## config.mk

```make
export PLATFORM = sky130hd
export DESIGN_NAME = ir_pkt_parser
export DESIGN_NICKNAME = d
export VERILOG_FILES = /design/src/rtl/ir_pkt_pkg.sv /design/src/rtl/ir_pkt_ctrl.sv /design/src/rtl/ir_pkt_dp.sv /design/src/rtl/ir_pkt_parser.sv
export SDC_FILE = /design/constraint.sdc
export NUM_CORES = 1
export LEC_CHECK = 0
export ABC_AREA = 1
export BUFFER_PORTS_ARGS = -buffer_cell sky130_fd_sc_hd__buf_4
export CORE_AREA = 3 3 68 133
export CTS_BUF_LIST = sky130_fd_sc_hd__clkbuf_4 sky130_fd_sc_hd__clkbuf_8
export CTS_CLUSTER_DIAMETER = 150
export DETAILED_ROUTE_END_ITERATION = 7
export DIE_AREA = 0 0 71 136
export REMOVE_ABC_BUFFERS = 1
export SYNTH_ARGS = -nofsm -noshare
export SYNTH_HDL_FRONTEND = slang
export SYNTH_SLANG_ARGS = --single-unit
```

## constraint.sdc

```tcl
create_clock -name clk -period 3.6 [get_ports clk]
set_input_delay 0.72 -clock clk [delete_from_list [all_inputs] [get_ports clk]]
set_output_delay 0.72 -clock clk [all_outputs]
set_load 0.05 [all_outputs]
```

## src/rtl/ir_pkt_pkg.sv

```systemverilog
package ir_pkt_pkg;

  localparam logic [7:0] HDR_CMD      = 8'h9f;
  localparam logic [7:0] HDR_HW_CMD   = 8'hff;
  localparam logic [7:0] HDR_NULL     = 8'h00;
  localparam logic [2:0] HDR_IR_CLASS = 3'b100;
  localparam int         LEN_FIELD_W  = 5;
  localparam int         SMP_W        = 7;
  localparam int         SMP_MAX      = (1 << SMP_W) - 1;
  localparam int         PLEN_W       = 2;

  localparam logic [7:0] SC_SIG_END   = 8'h01;
  localparam logic [7:0] SC_CARRIER   = 8'h06;
  localparam logic [7:0] SC_TX_MASK   = 8'h08;
  localparam logic [7:0] SC_REVISION  = 8'h0b;
  localparam logic [7:0] SC_TIMEOUT   = 8'h0c;
  localparam logic [7:0] SC_RX_SENSOR = 8'h14;
  localparam logic [7:0] SC_PULSE_CNT = 8'h15;

  typedef enum logic [1:0] {
    PH_HDR  = 2'd0,
    PH_SUB  = 2'd1,
    PH_CDAT = 2'd2,
    PH_IRD  = 2'd3
  } phase_t;

  typedef struct packed {
    logic irEmit;
    logic cmdStart;
    logic payLoad;
    logic cmdEmit;
  } strobe_t;

  function automatic logic [PLEN_W-1:0] payLenOf(input logic [7:0] code);
    logic [PLEN_W-1:0] n;
    case (code)
      SC_CARRIER, SC_TIMEOUT, SC_REVISION, SC_PULSE_CNT: n = PLEN_W'(2);
      SC_TX_MASK, SC_RX_SENSOR:                          n = PLEN_W'(1);
      default:                                           n = '0;
    endcase
    return n;
  endfunction

endpackage

```

## src/rtl/ir_pkt_ctrl.sv

```systemverilog
module ir_pkt_ctrl
  import ir_pkt_pkg::*;
#(
  parameter int CNT_W = LEN_FIELD_W
) (
  input  logic       clk,
  input  logic       rstN,
  input  logic [7:0] inByte,
  input  logic       inValid,
  output logic       inReady,
  output strobe_t    stb
);

  phase_t             phaseQ, phaseD;
  logic [CNT_W-1:0]   remQ, remD;
  logic               readyQ;
  logic               accept;
  logic [PLEN_W-1:0]  plen;
  logic               isCmdHdr;
  logic               isIrHdr;

  assign inReady  = readyQ;
  assign accept   = inValid && readyQ;
  assign isCmdHdr = (inByte == HDR_CMD) || (inByte == HDR_HW_CMD);
  assign isIrHdr  = (inByte[7:5] == HDR_IR_CLASS) &&
                    (inByte[LEN_FIELD_W-1:0] != '0);
  assign plen     = payLenOf(inByte);

  always_comb begin
    stb    = '0;
    phaseD = phaseQ;
    remD   = remQ;
    if (accept) begin
      unique case (phaseQ)
        PH_HDR: begin
          if (isCmdHdr) begin
            phaseD = PH_SUB;
          end else if (isIrHdr) begin
            phaseD = PH_IRD;
            remD   = CNT_W'(inByte[LEN_FIELD_W-1:0]);
          end
        end
        PH_SUB: begin
          stb.cmdStart = 1'b1;
          if (plen == '0) begin
            stb.cmdEmit = 1'b1;
            phaseD      = PH_HDR;
          end else begin
            remD   = CNT_W'(plen);
            phaseD = PH_CDAT;
          end
        end
        PH_CDAT: begin
          stb.payLoad = 1'b1;
          remD        = remQ - CNT_W'(1);
          if (remQ == CNT_W'(1)) begin
            stb.cmdEmit = 1'b1;
            phaseD      = PH_HDR;
          end
        end
        PH_IRD: begin
          stb.irEmit = 1'b1;
          remD       = remQ - CNT_W'(1);
          if (remQ == CNT_W'(1)) phaseD = PH_HDR;
        end
        default: phaseD = PH_HDR;
      endcase
    end
  end

  always_ff @(posedge clk) begin
    if (!rstN) begin
      phaseQ <= PH_HDR;
      remQ   <= '0;
      readyQ <= 1'b0;
    end else begin
      phaseQ <= phaseD;
      remQ   <= remD;
      readyQ <= 1'b1;
    end
  end

endmodule

```

## src/rtl/ir_pkt_dp.sv

```systemverilog
module ir_pkt_dp
  import ir_pkt_pkg::*;
#(
  parameter int SAMPLE_US = 50,
  parameter int DUR_W     = 13,
  parameter int MAX_PAY   = 2,
  parameter int SLOT_W    = 2
) (
  input  logic                 clk,
  input  logic                 rstN,
  input  logic [7:0]           inByte,
  input  strobe_t              stb,
  output logic                 irValid,
  output logic                 irPulse,
  output logic [DUR_W-1:0]     irDurUs,
  output logic                 cmdValid,
  output logic [7:0]           cmdCode,
  output logic [SLOT_W-1:0]    cmdLen,
  output logic [MAX_PAY*8-1:0] cmdPayload
);

  logic [DUR_W-1:0]            durD;
  logic                        irValidQ, irPulseQ, cmdValidQ;
  logic [DUR_W-1:0]            durQ;
  logic [7:0]                  codeQ;
  logic [SLOT_W-1:0]           slotQ;
  logic [MAX_PAY-1:0][7:0]     payQ;

  assign durD = DUR_W'(inByte[SMP_W-1:0]) * DUR_W'(SAMPLE_US);

  always_ff @(posedge clk) begin
    if (!rstN) begin
      irValidQ  <= 1'b0;
      irPulseQ  <= 1'b0;
      durQ      <= '0;
      cmdValidQ <= 1'b0;
    end else begin
      irValidQ  <= stb.irEmit;
      cmdValidQ <= stb.cmdEmit;
      if (stb.irEmit) begin
        irPulseQ <= inByte[7];
        durQ     <= durD;
      end
    end
  end

  always_ff @(posedge clk) begin
    if (!rstN) begin
      codeQ <= '0;
      slotQ <= '0;
    end else if (stb.cmdStart) begin
      codeQ <= inByte;
      slotQ <= '0;
    end else if (stb.payLoad && (slotQ < SLOT_W'(MAX_PAY))) begin
      slotQ <= slotQ + SLOT_W'(1);
    end
  end

  for (genvar g = 0; g < MAX_PAY; g++) begin : gSlot
    always_ff @(posedge clk) begin
      if (!rstN) begin
        payQ[g] <= '0;
      end else if (stb.cmdStart) begin
        payQ[g] <= '0;
      end else if (stb.payLoad && (slotQ == SLOT_W'(g))) begin
        payQ[g] <= inByte;
      end
    end
  end

  assign irValid    = irValidQ;
  assign irPulse    = irPulseQ;
  assign irDurUs    = durQ;
  assign cmdValid   = cmdValidQ;
  assign cmdCode    = codeQ;
  assign cmdLen     = slotQ;
  assign cmdPayload = payQ;

endmodule

```

## src/rtl/ir_pkt_parser.sv

```systemverilog
module ir_pkt_parser
  import ir_pkt_pkg::*;
#(
  parameter int SAMPLE_US = 50,
  parameter int MAX_PAY   = 2,
  localparam int DUR_W    = $clog2(SMP_MAX * SAMPLE_US + 1),
  localparam int SLOT_W   = $clog2(MAX_PAY + 1)
) (
  input  logic                 clk,
  input  logic                 rstN,
  input  logic [7:0]           inByte,
  input  logic                 inValid,
  output logic                 inReady,
  output logic                 irValid,
  output logic                 irPulse,
  output logic [DUR_W-1:0]     irDurUs,
  output logic                 cmdValid,
  output logic [7:0]           cmdCode,
  output logic [SLOT_W-1:0]    cmdLen,
  output logic [MAX_PAY*8-1:0] cmdPayload
);

  strobe_t stb;

  ir_pkt_ctrl #(
    .CNT_W (LEN_FIELD_W)
  ) uCtrl (
    .clk     (clk),
    .rstN    (rstN),
    .inByte  (inByte),
    .inValid (inValid),
    .inReady (inReady),
    .stb     (stb)
  );

  ir_pkt_dp #(
    .SAMPLE_US (SAMPLE_US),
    .DUR_W     (DUR_W),
    .MAX_PAY   (MAX_PAY),
    .SLOT_W    (SLOT_W)
  ) uDp (
    .clk        (clk),
    .rstN       (rstN),
    .inByte     (inByte),
    .stb        (stb),
    .irValid    (irValid),
    .irPulse    (irPulse),
    .irDurUs    (irDurUs),
    .cmdValid   (cmdValid),
    .cmdCode    (cmdCode),
    .cmdLen     (cmdLen),
    .cmdPayload (cmdPayload)
  );

endmodule

```

==> Yosys cells after proc, flatten, opt, wreduce, memory -nomap -nowiden <==
Cells that the tools add are included.
{ "op_classes": {"n_bitwise": 1, "mux": 18, "mul": 1, "n_lt_le_gt_ge": 1, "n_eq_ne": 19, "add_sub_neg": 2, "n_reduce_logical": 17} }
{ "op_table": {"columns": ["operator", "count"], "rows": [
  ["8-bit by 4-bit == test with 1-bit output, second input constant", 3],
  ["8-bit by 5-bit == test with 1-bit output, second input constant", 2],
  ["8-bit == test, second input constant", 2],
  ["5-bit 2-to-1 mux", 3],
  ["5-bit one-hot mux with 3 select lines", 1],
  ["7-bit by 5-bit multiplier with 12-bit output, second input constant", 1],
  ["8-bit by 3-bit == test with 1-bit output, second input constant", 1],
  ["2-bit 2-to-1 mux", 4],
  ["2-bit zero test", 3],
  ["1-bit 2-to-1 mux", 6],
  ["2-bit one-hot mux with 3 select lines", 1],
  ["2-bit OR reduction", 3],
  ["5-bit by 1-bit == test with 1-bit output, second input constant", 1],
  ["1-bit logical AND", 5],
  ["5-bit nonzero test", 1],
  ["5-bit by 1-bit subtractor with 5-bit output, second input constant", 1],
  ["2-bit by 1-bit == test with 1-bit output, second input constant", 2],
  ["2-bit == test, second input constant", 2],
  ["4-bit 2-to-1 mux", 1],
  ["2-bit by 1-bit inequality test with 1-bit output, second input constant", 2],
  ["2-bit inequality test, second input constant", 2],
  ["2-bit one-hot mux with 2 select lines", 1],
  ["4-bit AND reduction", 1],
  ["4-bit OR reduction", 1],
  ["other kinds (9)", 9]
]} }
{ "word_totals": {"input_bits": 11, "register_bits": 49, "out_inout_bits": 43} }

==> Depth between registers and ports, before layout <==
Gate-level depths: netlist (run 1).
{ "depth": {"depth_word": 8, "depth_mapped": 13, "depth_no_buf": 13} }

==> By module <==
From an unflattened synthesis (run 1), not the netlist that was laid out.
{ "unflattened": {"hier_cells": 422, "area_unflattened_um2": 3019.1} }
{ "by_module_without_submodules": {"columns": ["mod", "n_inst", "area_each_um2", "cells_per_inst", "seq_area_each_um2"], "rows": [
  ["ir_pkt_dp", 1, 2067.0, 263, 820.8],
  ["ir_pkt_ctrl", 1, 952.2, 159, 160.2]
]} }

==> Least setup slack after synthesis (run 1) <==
Ideal clock, no wire load.
{ "synth_timing": {"path_kind": "input port to flip-flop", "startpoint": "in inByte[2]", "endpoint": "reg uDp.durQ[12] (netlist: uDp.irDurUs[12])", "slack_ns": 0.711, "stages": 13, "arrival_ns": 2.780, "t_required_ns": 3.491, "n_path_buf": 0, "path_cell_list": "inv_1 > ha_1 > ha_1 > fa_1 > ha_1 > a21oi_1 > nand2_1 > nand2_1 > nand2_1 > nand2_1 > nand3_1 > nand2_1 > inv_1"} }
{ "synth_via": {"elab_chain_cells": 1} }
{ "synth_lines": {"columns": ["item", "line_no", "source"], "rows": [
  ["start: declaration", "ir_pkt_parser.sv:11", "input logic [7:0] inByte,"],
  ["7-bit by 5-bit multiplier with 12-bit output", "ir_pkt_dp.sv:29", "assign durD = DUR_W'(inByte[SMP_W-1:0]) * DUR_W'(SAMPLE_US);"],
  ["end signal: assignment", "ir_pkt_dp.sv:42", "durQ <= durD;"],
  ["end: declaration", "ir_pkt_dp.sv:24", "logic [DUR_W-1:0] durQ;"]
]} }
No other way between the ends.
A chain may end at the register's enable or synchronous reset.

==> Worst setup path in the final report (run 1) <==
Ends and elaborated chain as after synthesis.

==> flow_summary.yaml, run 1 <==
outcome:
  run_status: "completed"
cts:
  clockBufferDepth: 2
  cts_root_buffer: "sky130_fd_sc_hd__clkbuf_8"
  clk_pin_slew_ps: 90
  postCtsResizedCells: 0
  cts-buffers-inserted: 5
  holdBufCountCts: 0
  worst_skew_pair.late_latency_ps: 310
  postCtsSetupRepairBufs: 0
  cts-htree-levels: 2
  tritoncts_clock_tree: "yes"
  clock_sinks: 49
layout:
  final_cell_count_no_fill: 521
  area_growth_pct: 19.1
  antenna_cells_inserted: 0
  layout_cells_sized_above_1_pct: 20.9
  fin_nets: 481
  finalInstanceArea_sq_um: 3520
  fillers: 831
  final_core_utilization_pct: 43.7
global_routing:
  first_global_vias: 2561
  grt_antenna_before_repair: 0
  grt_first_pass_wirelength_um: 11600
  largest_net_degree_at_the_start_of_global_routing: 25
  grt_use_total_pct: 15.1
  grt.overflow.total: 0
critical_path:
  ff2ff_path_depth: 6
  path_max_fanout: 6
  timing.critical_path.required_ps: 3820
  timing.rr.end: "uDp.irDurUs[8]"
  worst_r2r_startpoint: "uCtrl.phaseQ[0]"
  criticalPathCategory: "in2reg"
  worst_setup_path_startpoint: "inByte[2]"
  endpoint_kind: "flip-flop"
  timing.critical_path.from_type: "input pin"
  setup.reg_to_reg.worst_slack_ps: 1820
  timing.critical_path.arrival_ps: 3200
min_path:
  timing.hold.worst.start: "uDp.cmdCode[2]"
  holdPathStages: 2
  worst_hold_path_type: "reg2reg"
  holdPathEnd: "uDp.cmdCode[2]"
synth:
  synth_area_leader_cell: "sky130_fd_sc_hd__dfxtp_1"
  cell_types_with_the_largest_area_share_after_synthesis: "sky130_fd_sc_hd__dfxtp_1 33%, sky130_fd_sc_hd__ha_1 19%, sky130_fd_sc_hd__nand2_1 8.9%"
  synth_seq_cells: 49
  yosysTopAreaCellShare_pct: 33.2
  synth.yosys.warnings: 0
  ys_dominant_reg_cell: "sky130_fd_sc_hd__dfxtp_1"
  mappedNetlistArea_sq_um: 2960
  syn_inst: 374
  syn_area_per_cell_sq_um: 7.91
  fraction_of_the_yosys_area_taken_by_sequential_cells_pct: 33.2
  cell_with_the_most_instances_after_synthesis: "sky130_fd_sc_hd__nand2_1"
  asyncSetResetFlopFracSynth_pct: 0
  synthDistinctLibCells: 31
  synth_edf_count: 0
  synth_common_cells: "70 x sky130_fd_sc_hd__nand2_1, 49 x sky130_fd_sc_hd__dfxtp_1, 44 x sky130_fd_sc_hd__ha_1, 44 x sky130_fd_sc_hd__nor2_1, 36 x sky130_fd_sc_hd__inv_1"
die:
  initial_utilization_pct: 36.7
  pin_count: 54
  floorplan.core_area_sq_um: 8060
  row_count: 46
  die-height_um: 136
  chipWidth_um: 71
  die_area_sq_um: 9660
sta:
  min_period_over_period_pct: 82.9
  final_max_slew_viol_count: 0
  worst_slew_margin_rel_pct: 41.1
  whs_ps: 468
  hold_violations: 0
  worst_pin_slew_ps: 882
  max_clock_freq_ghz: 0.335
  rsz0062_at_grt: "no"
  setup_ws_ps: 615
  fin_crit_ps: 2990
  finalSetupViolCount: 0
  setup_total_negative_slack_ps: 0
  finalClockSkew_ps: 8.39
power:
  ir_drop_v: 0.000228
  power.static_leakage_nw: 1.70
  power.density_nw_per_um2: 346
  design_power_total_mw: 1.22
route:
  drt_drc_violations_left: 0
  drt_wl_total_um: 7100
  routed_via_density: 4.92
  drt-pass1-iter-count: 4
  wire_per_inst_um: 13.6
  post_route_antenna_net_violation_count: 0
  drt_iter0_markers: 79
  via_count: 2562
placement:
  place_congestion: 0.768
  numPortBuffers: 52
  placement.cell_area_sq_um: 3400
  place.detailed.instances: 513
  dpl.hpwl_um: 5600
  detailedPlace.worstSlack_ps: 273
run:
  drv.max_cap_violation_count: 0
## sequential cells by signal (all words and copies together), names as in the netlist
signal	flops
uCtrl.inReady	1
uCtrl.phaseQ	2
uCtrl.remQ	5
uDp.cmdCode	8
uDp.cmdLen	2
uDp.cmdPayload	16
uDp.cmdValid	1
uDp.irDurUs	12
uDp.irPulse	1
uDp.irValid	1
## cell type report
cell class / instances / area, sq um / share of cell area (%)
clock buffer: 7 / 90.1 / 2.56
clock inverter: 1 / 30.0 / 0.852
inverter: 45 / 169 / 4.79
multi-input combinational: 271 / 1740 / 49.5
sequential: 49 / 981 / 27.8
tap: 96 / 120 / 3.41
timing repair buffer: 52 / 390 / 11.1
## per-layer routing
layer	GRT usage, %	wire (um)	up-vias
met5	0	0	-
met4	5.86	140	0
met3	2.59	210	11
met2	30.8	4200	33
met1	14.2	2550	1193
li1	-	-	1325
## cells by family after synthesis
kind of cell / count (synthesis) / synth area share [%]
other cells: 1 / 0.127
flops: 49 / 33.2
xor+xnor: 4 / 1.18
compound gates: 65 / 14.4
simple gates: 155 / 23.2
buf+inv: 54 / 7.91
fa+ha+maj: 46 / 20.0
## layout by cell type, fill, tap and decap left out
| cell | Yosys | final |
|---|---|---|
| sky130_fd_sc_hd__nor2_2 | 2 | 2 |
| sky130_fd_sc_hd__xor2_1 | 3 | 3 |
| sky130_fd_sc_hd__xnor2_1 | 1 | 1 |
| sky130_fd_sc_hd__nor2_1 | 44 | 44 |
| sky130_fd_sc_hd__buf_4 | 1 | 52 |
| sky130_fd_sc_hd__nor2_4 | 2 | 2 |
| sky130_fd_sc_hd__a31o_2 | 1 | 1 |
| sky130_fd_sc_hd__o21ai_1 | 2 | 2 |
| sky130_fd_sc_hd__nand2_2 | 1 | 1 |
| sky130_fd_sc_hd__inv_2 | 8 | 8 |
| sky130_fd_sc_hd__conb_1 | 1 | 1 |
| sky130_fd_sc_hd__o21a_1 | 3 | 3 |
| sky130_fd_sc_hd__clkbuf_8 | 0 | 6 |
| sky130_fd_sc_hd__a21oi_1 | 26 | 26 |
| sky130_fd_sc_hd__bufinv_16 | 0 | 1 |
| sky130_fd_sc_hd__nand3_2 | 1 | 1 |
| sky130_fd_sc_hd__nand4_1 | 1 | 1 |
| sky130_fd_sc_hd__dfxtp_1 | 49 | 49 |
| sky130_fd_sc_hd__fa_1 | 2 | 2 |
| sky130_fd_sc_hd__a211oi_1 | 7 | 7 |
| sky130_fd_sc_hd__inv_1 | 36 | 36 |
| sky130_fd_sc_hd__ha_1 | 44 | 44 |
| sky130_fd_sc_hd__nand2_1 | 70 | 70 |
| sky130_fd_sc_hd__o21ai_0 | 14 | 14 |
| sky130_fd_sc_hd__nand2_4 | 5 | 5 |
| sky130_fd_sc_hd__clkinv_1 | 1 | 1 |
| sky130_fd_sc_hd__clkbuf_4 | 0 | 1 |
| sky130_fd_sc_hd__nand3_1 | 29 | 29 |
| sky130_fd_sc_hd__o21bai_1 | 1 | 1 |
| sky130_fd_sc_hd__a211oi_2 | 9 | 9 |
| sky130_fd_sc_hd__o22ai_1 | 2 | 2 |
## how the worst max path moves through the flow
| stage | endpoint | slack (ps) |
|---|---|---|
| floorplan | uDp.irDurUs[12] | 680 |
| CTS | uDp.irDurUs[12] | 620 |
| finish | uDp.irDurUs[12] | 610 |
| global route | uDp.irDurUs[12] | 450 |
| detailed placement | uDp.irDurUs[12] | 270 |
| global placement | uDp.irDurUs[12] | 350 |
## power breakdown
| part | switching (mW) | internal, mW |
|---|---|---|
| registers | 0.00528 | 0.549 |
| logic | 0.159 | 0.0872 |
| clock network | 0.185 | 0.234 |
## critical path, stage by stage
cell	delay, ps
sky130_fd_sc_hd__buf_4	140
sky130_fd_sc_hd__inv_1	200
sky130_fd_sc_hd__ha_1	270
sky130_fd_sc_hd__ha_1	310
sky130_fd_sc_hd__fa_1	460
sky130_fd_sc_hd__ha_1	360
sky130_fd_sc_hd__a21oi_1	200
sky130_fd_sc_hd__nand2_1	120
sky130_fd_sc_hd__nand2_1	110
sky130_fd_sc_hd__nand2_1	60
sky130_fd_sc_hd__nand2_1	50
sky130_fd_sc_hd__nand3_1	60
sky130_fd_sc_hd__nand2_1	90
sky130_fd_sc_hd__inv_1	40
Note: power is estimated with default switching activity, not from simulation.
==> run 2: changes to the inputs <==
--- a/config.mk
+++ b/config.mk
@@ -5,13 +5,13 @@
 export SDC_FILE = /design/constraint.sdc
 export NUM_CORES = 1
 export LEC_CHECK = 0
-export ABC_AREA = 1
+export ABC_AREA = 0
 export BUFFER_PORTS_ARGS = -buffer_cell sky130_fd_sc_hd__buf_4
-export CORE_AREA = 3 3 68 133
+export CORE_AREA = 3 3 67 132
 export CTS_BUF_LIST = sky130_fd_sc_hd__clkbuf_4 sky130_fd_sc_hd__clkbuf_8
 export CTS_CLUSTER_DIAMETER = 150
 export DETAILED_ROUTE_END_ITERATION = 7
-export DIE_AREA = 0 0 71 136
+export DIE_AREA = 0 0 70 135
 export REMOVE_ABC_BUFFERS = 1
 export SYNTH_ARGS = -nofsm -noshare
 export SYNTH_HDL_FRONTEND = slang
==> constraint.sdc (replaced) <==
create_clock -name clk -period 2.39 [get_ports clk]
set_input_delay 0.478 -clock clk [delete_from_list [all_inputs] [get_ports clk]]
set_output_delay 0.478 -clock clk [all_outputs]
set_load 0.05 [all_outputs]
==> run 2 against run 1 <==
Combinational power rose by 110%. Highest routed layer unchanged. Non-clock buffer count rose by 27. Largest power group unchanged. Wire length rose by 7.7%.
==> flow_summary.yaml, run 2 <==
outcome:
  run_status: "completed"
die:
  die-height_um: 135
  floorplan.core_area_sq_um: 7940
  die_area_sq_um: 9450
  chipWidth_um: 70
  pin_count: 54
  initial_utilization_pct: 36.5
  row_count: 46
sta:
  finalClockSkew_ps: 9.67
  final_max_slew_viol_count: 0
  hold_violations: 0
  worst_slew_margin_rel_pct: 59.8
  min_period_over_period_pct: 99.0
  finalSetupViolCount: 0
  fin_crit_ps: 2370
  max_clock_freq_ghz: 0.423
  rsz0062_at_grt: "yes"
  worst_pin_slew_ps: 602
placement:
  numPortBuffers: 52
  placement.cell_area_sq_um: 3510
  dpl.hpwl_um: 5880
  place_congestion: 0.804
synth:
  synth_area_leader_cell: "sky130_fd_sc_hd__dfxtp_1"
  synth_common_cells: "82 x sky130_fd_sc_hd__nand2_1, 49 x sky130_fd_sc_hd__dfxtp_1, 44 x sky130_fd_sc_hd__ha_1, 25 x sky130_fd_sc_hd__a21oi_1, 18 x sky130_fd_sc_hd__inv_1"
  yosysTopAreaCellShare_pct: 33.9
  synth_edf_count: 0
  cell_types_with_the_largest_area_share_after_synthesis: "sky130_fd_sc_hd__dfxtp_1 34%, sky130_fd_sc_hd__ha_1 19%, sky130_fd_sc_hd__nand2_1 11%"
  fraction_of_the_yosys_area_taken_by_sequential_cells_pct: 33.9
  mappedNetlistArea_sq_um: 2900
  syn_area_per_cell_sq_um: 8.67
  synthDistinctLibCells: 50
  synth.yosys.warnings: 0
  syn_inst: 334
  synth_seq_cells: 49
  asyncSetResetFlopFracSynth_pct: 0
  cell_with_the_most_instances_after_synthesis: "sky130_fd_sc_hd__nand2_1"
  ys_dominant_reg_cell: "sky130_fd_sc_hd__dfxtp_1"
layout:
  layout.cells.most_common_list: "80 x sky130_fd_sc_hd__nand2_1, 75 x sky130_fd_sc_hd__buf_4, 49 x sky130_fd_sc_hd__dfxtp_1"
  area_used_by_multi_input_combinational_logic_sq_um: 2020
  layout.cells.most_common: "sky130_fd_sc_hd__nand2_1"
  fin_nets: 460
  largest_register_ff_count: 16
  layout_cells_sized_above_1_pct: 30.9
  antenna_cells_inserted: 0
  area_growth_pct: 35.8
  fillers: 777
  regArea_sq_um: 981
  finalInstanceArea_sq_um: 3930
power:
  design_power_total_mw: 1.96
  ir_drop_v: 0.000260
  power.density_nw_per_um2: 499
  power.share.clock_pct: 31.5
  comb_power_share_pct: 26.3
  power.static_leakage_nw: 1.65
  power_switching_mw: 0.557
  power.sequential.fraction_pct: 42.3
  cellInternalPower_mw: 1.41
  switching_share_pct: 28.4
global_routing:
  grt.overflow.total: 0
  grt_first_pass_wirelength_um: 12500
  largest_net_degree_at_the_start_of_global_routing: 43
  grt_antenna_before_repair: 0
  grt_use_total_pct: 16.7
  first_global_vias: 2625
route:
  via_count: 2521
  wire_per_inst_um: 15.3
  post_route_antenna_net_violation_count: 0
  drt_wl_total_um: 7650
  routed_via_density: 5.04
  drt_drc_violations_left: 0
  drt_iter0_markers: 105
  drt-pass1-iter-count: 4
critical_path:
  path_max_fanout: 4
  timing.critical_path.arrival_ps: 2570
  criticalPathCategory: "in2reg"
  timing.critical_path.required_ps: 2600
  endpoint_kind: "flip-flop"
  timing.critical_path.from_type: "input pin"
  setup.reg_to_reg.worst_slack_ps: 620
cts:
  clk_pin_slew_ps: 100
  tritoncts_clock_tree: "yes"
  clock_sinks: 49
  cts_root_buffer: "sky130_fd_sc_hd__clkbuf_8"
  cts-buffers-inserted: 5
  worst_skew_pair.late_latency_ps: 310
  clockBufferDepth: 2
  cts-htree-levels: 2
run:
  drv.max_cap_violation_count: 0
min_path:
  worst_hold_path_type: "reg2reg"
## run 2: repair_timing
action	4_1_cts	5_1_grt
buffers inserted	0	1
pin swaps	10	14
endpoints found under the setup margin	5	5
cloned	0	0
hold buffers	0	0
resized for setup	26	23
## run 2: per-stage QoR
step           TNS (ps)  utilization [%]  hold slack (ps)  cells  setup slack (ps)
4_1_cts               0             47.5              462    499              6.37
5_1_grt           -73.2             49.5              491    500             -38.0
3_3_place_gp      -3150             44.3              444    492              -648
3_5_place_dp      -3560             44.3              448    492              -690
2_1_floorplan     -1180                -              451    317              -349
6_report              0             49.5              460    500              24.6
## run 2: worst max-delay path, cell delays in order
cell                      delay (ps)
sky130_fd_sc_hd__buf_12          110
sky130_fd_sc_hd__inv_6            50
sky130_fd_sc_hd__ha_4            200
sky130_fd_sc_hd__ha_4            210
sky130_fd_sc_hd__fa_1            560
sky130_fd_sc_hd__ha_4            230
sky130_fd_sc_hd__nor2b_4         130
sky130_fd_sc_hd__o21ai_2         140
sky130_fd_sc_hd__nor3b_4         210
sky130_fd_sc_hd__o31ai_1          90
sky130_fd_sc_hd__and2_1          170
## run 2: cell families after synthesis
kind of cell	synth area share (%)
and+or+nand+nor	19.5
AOI/OAI and AO/OA	16.2
DFF	33.9
adders and majority gates	20.4
buffers and inverters	5.57
muxes	2.46
xor gates and xnor gates	1.82
other	0.130
## run 2: path summary, 6_finish.rpt
path                      from                end  cells after the start
max                  inByte[2]     uDp.irDurUs[9]                     11
min          uDp.cmdPayload[4]  uDp.cmdPayload[4]                      2
max reg2reg    uCtrl.phaseQ[0]    uCtrl.phaseQ[0]                      7
min reg2reg  uDp.cmdPayload[4]  uDp.cmdPayload[4]                      2
## run 2: metal layers
| layer | wire, um | track usage, % | vias up |
|---|---|---|---|
| li1 | - | - | 1268 |
| met1 | 2760 | 16.7 | 1185 |
| met2 | 4320 | 31.5 | 50 |
| met3 | 227 | 2.16 | 18 |
| met4 | 347 | 10.6 | 0 |
| met5 | 0 | 0 | - |
## run 2: final cells by class
class                      instances  area share (%)
sequential                        49            24.9
inverter                          18            1.91
timing repair buffer              79            15.8
tap                               96            3.05
clock buffer                       6            1.94
clock inverter                     2           0.986
multi-input combinational        250            51.4
## run 2: power by group through the flow
stage	Combinational [mW]	Sequential (mW)	Clock [mW]
2_1_floorplan	0.201	0.860	0
3_3_place_gp	0.363	0.849	0
3_5_place_dp	0.371	0.849	0
4_1_cts	0.449	0.830	0.641
5_1_grt	0.567	0.831	0.658
6_report	0.516	0.830	0.618
==> run 3: changes to the inputs <==
--- a/config.mk
+++ b/config.mk
@@ -12,7 +12,9 @@
 export CTS_CLUSTER_DIAMETER = 150
 export DETAILED_ROUTE_END_ITERATION = 7
 export DIE_AREA = 0 0 70 135
+export PLACE_DENSITY = 0.55
 export REMOVE_ABC_BUFFERS = 1
+export SETUP_SLACK_MARGIN = 0.05
 export SYNTH_ARGS = -nofsm -noshare
 export SYNTH_HDL_FRONTEND = slang
 export SYNTH_SLANG_ARGS = --single-unit
==> run 3 against run 2 <==
Clock skew shrank 2.1 ps. Flip-flop and latch count is the same. Core utilization grew 0.11 points. Register-to-register slack is essentially flat. Fmax grew 4.2%. Wire length grew 2.1%. Count of clock-buffer cells in the layout is the same.
==> flow_summary.yaml, run 3 (synthesis gave the netlist of run 2 again) <==
outcome:
  run_status: "completed"
route:
  drt_drc_violations_left: 0
  via_count: 2529
  wire_per_inst_um: 15.5
  post_route_antenna_net_violation_count: 0
  routed_via_density: 5.03
  drt_wl_total_um: 7800
  drt_iter0_markers: 105
  drt-pass1-iter-count: 4
die:
  die_area_sq_um: 9450
  floorplan.core_area_sq_um: 7940
  row_count: 46
  pin_count: 54
  die-height_um: 135
  initial_utilization_pct: 36.5
  chipWidth_um: 70
placement:
  detailedPlace.worstSlack_ps: -667
  numPortBuffers: 52
  placement.cell_area_sq_um: 3520
  place.detailed.instances: 493
  dpl.hpwl_um: 5900
  place_congestion: 0.786
min_path:
  worst_hold_path_type: "reg2reg"
  holdPathStages: 2
  holdPathEnd: "uDp.cmdPayload[11]"
  timing.hold.worst.start: "uDp.cmdPayload[11]"
layout:
  finalInstanceArea_sq_um: 3940
  largest_register_ff_count: 16
  layout.cells.most_common: "sky130_fd_sc_hd__nand2_1"
  antenna_cells_inserted: 0
  final_cell_count_no_fill: 503
  area_growth_pct: 36.1
  layout_cells_sized_above_1_pct: 31.0
  fin_nets: 463
  layout.cells.most_common_list: "81 x sky130_fd_sc_hd__nand2_1, 77 x sky130_fd_sc_hd__buf_4, 49 x sky130_fd_sc_hd__dfxtp_1"
  final_core_utilization_pct: 49.6
sta:
  setup_ws_ps: 121
  finalSetupViolCount: 0
  rsz0062_at_grt: "yes"
  fin_crit_ps: 2270
  worst_slew_margin_rel_pct: 59.2
  whs_ps: 460
  hold_violations: 0
  final_max_slew_viol_count: 0
  min_period_over_period_pct: 95.0
  finalClockSkew_ps: 7.62
  setup_total_negative_slack_ps: 0
  worst_pin_slew_ps: 610
  max_clock_freq_ghz: 0.441
cts:
  clock_sinks: 49
  cts_root_buffer: "sky130_fd_sc_hd__clkbuf_8"
  cts-buffers-inserted: 5
  cts-htree-levels: 2
  clockBufferDepth: 2
  worst_skew_pair.late_latency_ps: 320
  holdBufCountCts: 0
  tritoncts_clock_tree: "yes"
  clk_pin_slew_ps: 100
global_routing:
  grt_use_total_pct: 16.6
  grt.overflow.total: 0
  use_met2_pct: 32.6
  grtUsageMet1_pct: 16.5
  gr-max-usage-layer: "met2"
  largest_net_degree_at_the_start_of_global_routing: 43
  routing_usage_on_met3_pct: 2.91
  grt_antenna_before_repair: 0
  grt_first_pass_wirelength_um: 12400
  first_global_vias: 2581
critical_path:
  timing.critical_path.arrival_ps: 2480
  worst_setup_path_startpoint: "inByte[2]"
  worst_r2r_startpoint: "uCtrl.remQ[0]"
  timing.critical_path.from_type: "input pin"
  timing.rr.end: "uCtrl.phaseQ[0]"
  timing.critical_path.required_ps: 2600
  criticalPathCategory: "in2reg"
  path_max_fanout: 4
  endpoint_kind: "flip-flop"
  ff2ff_path_depth: 6
  setup.reg_to_reg.worst_slack_ps: 630
run:
  drv.max_cap_violation_count: 0
power:
  power.static_leakage_nw: 1.66
  power.density_nw_per_um2: 497
  design_power_total_mw: 1.96
  ir_drop_v: 0.000303
[run 3: changes by cell type in the layout (fill, tap and decap cells not counted), sizes merged]
| cell | change |
|---|---|
| buf | +3 |
[run 3: worst max path at each step]
stage | endpoint | slack (ps) | depth (start not counted)
2_1_floorplan | uDp.irDurUs[9] | -350 | 10
3_3_place_gp | uDp.irDurUs[9] | -650 | 11
3_5_place_dp | uDp.irDurUs[9] | -670 | 11
4_1_cts | uDp.irDurUs[12] | 50 | 11
5_1_grt | uDp.irDurUs[8] | 30 | 12
6_report | uDp.irDurUs[8] | 120 | 11
[run 3: power breakdown]
group / internal (mW) / switching, mW
clock network: 0.326 / 0.298
registers: 0.823 / 0.00659
logic: 0.255 / 0.249
total: 1.40 / 0.554
[run 3: layout make-up]
cell class,count,area (sq um)
fillers,819,4000
flip-flops and latches,49,981
inverters,18,77.6
clock inverters,2,38.8
well taps,96,120
multi-input cells,250,2000
repair buffers,82,647
clock buffers,6,76.3
[run 3: worst max-delay path, cell delays in order]
cell and delay, ps:
sky130_fd_sc_hd__buf_12 90, sky130_fd_sc_hd__inv_6 30, sky130_fd_sc_hd__ha_4 260, sky130_fd_sc_hd__ha_4 190, sky130_fd_sc_hd__fa_1 520, sky130_fd_sc_hd__ha_4 210
sky130_fd_sc_hd__a21oi_1 140, sky130_fd_sc_hd__buf_4 160, sky130_fd_sc_hd__xor2_1 160, sky130_fd_sc_hd__o21ai_1 70, sky130_fd_sc_hd__and2_1 170
[run 3: routing by layer]
metal	routed length [um]	vias up
met4	132	0
li1	-	1272
met3	264	10
met1	2800	1208
met2	4610	39
met5	0	-
[run 3: timing repair]
action	CTS	global route
setup endpoints to repair	5	5
pin swaps	14	7
buffers inserted	0	2
gates resized for setup	27	20
cloned	0	0
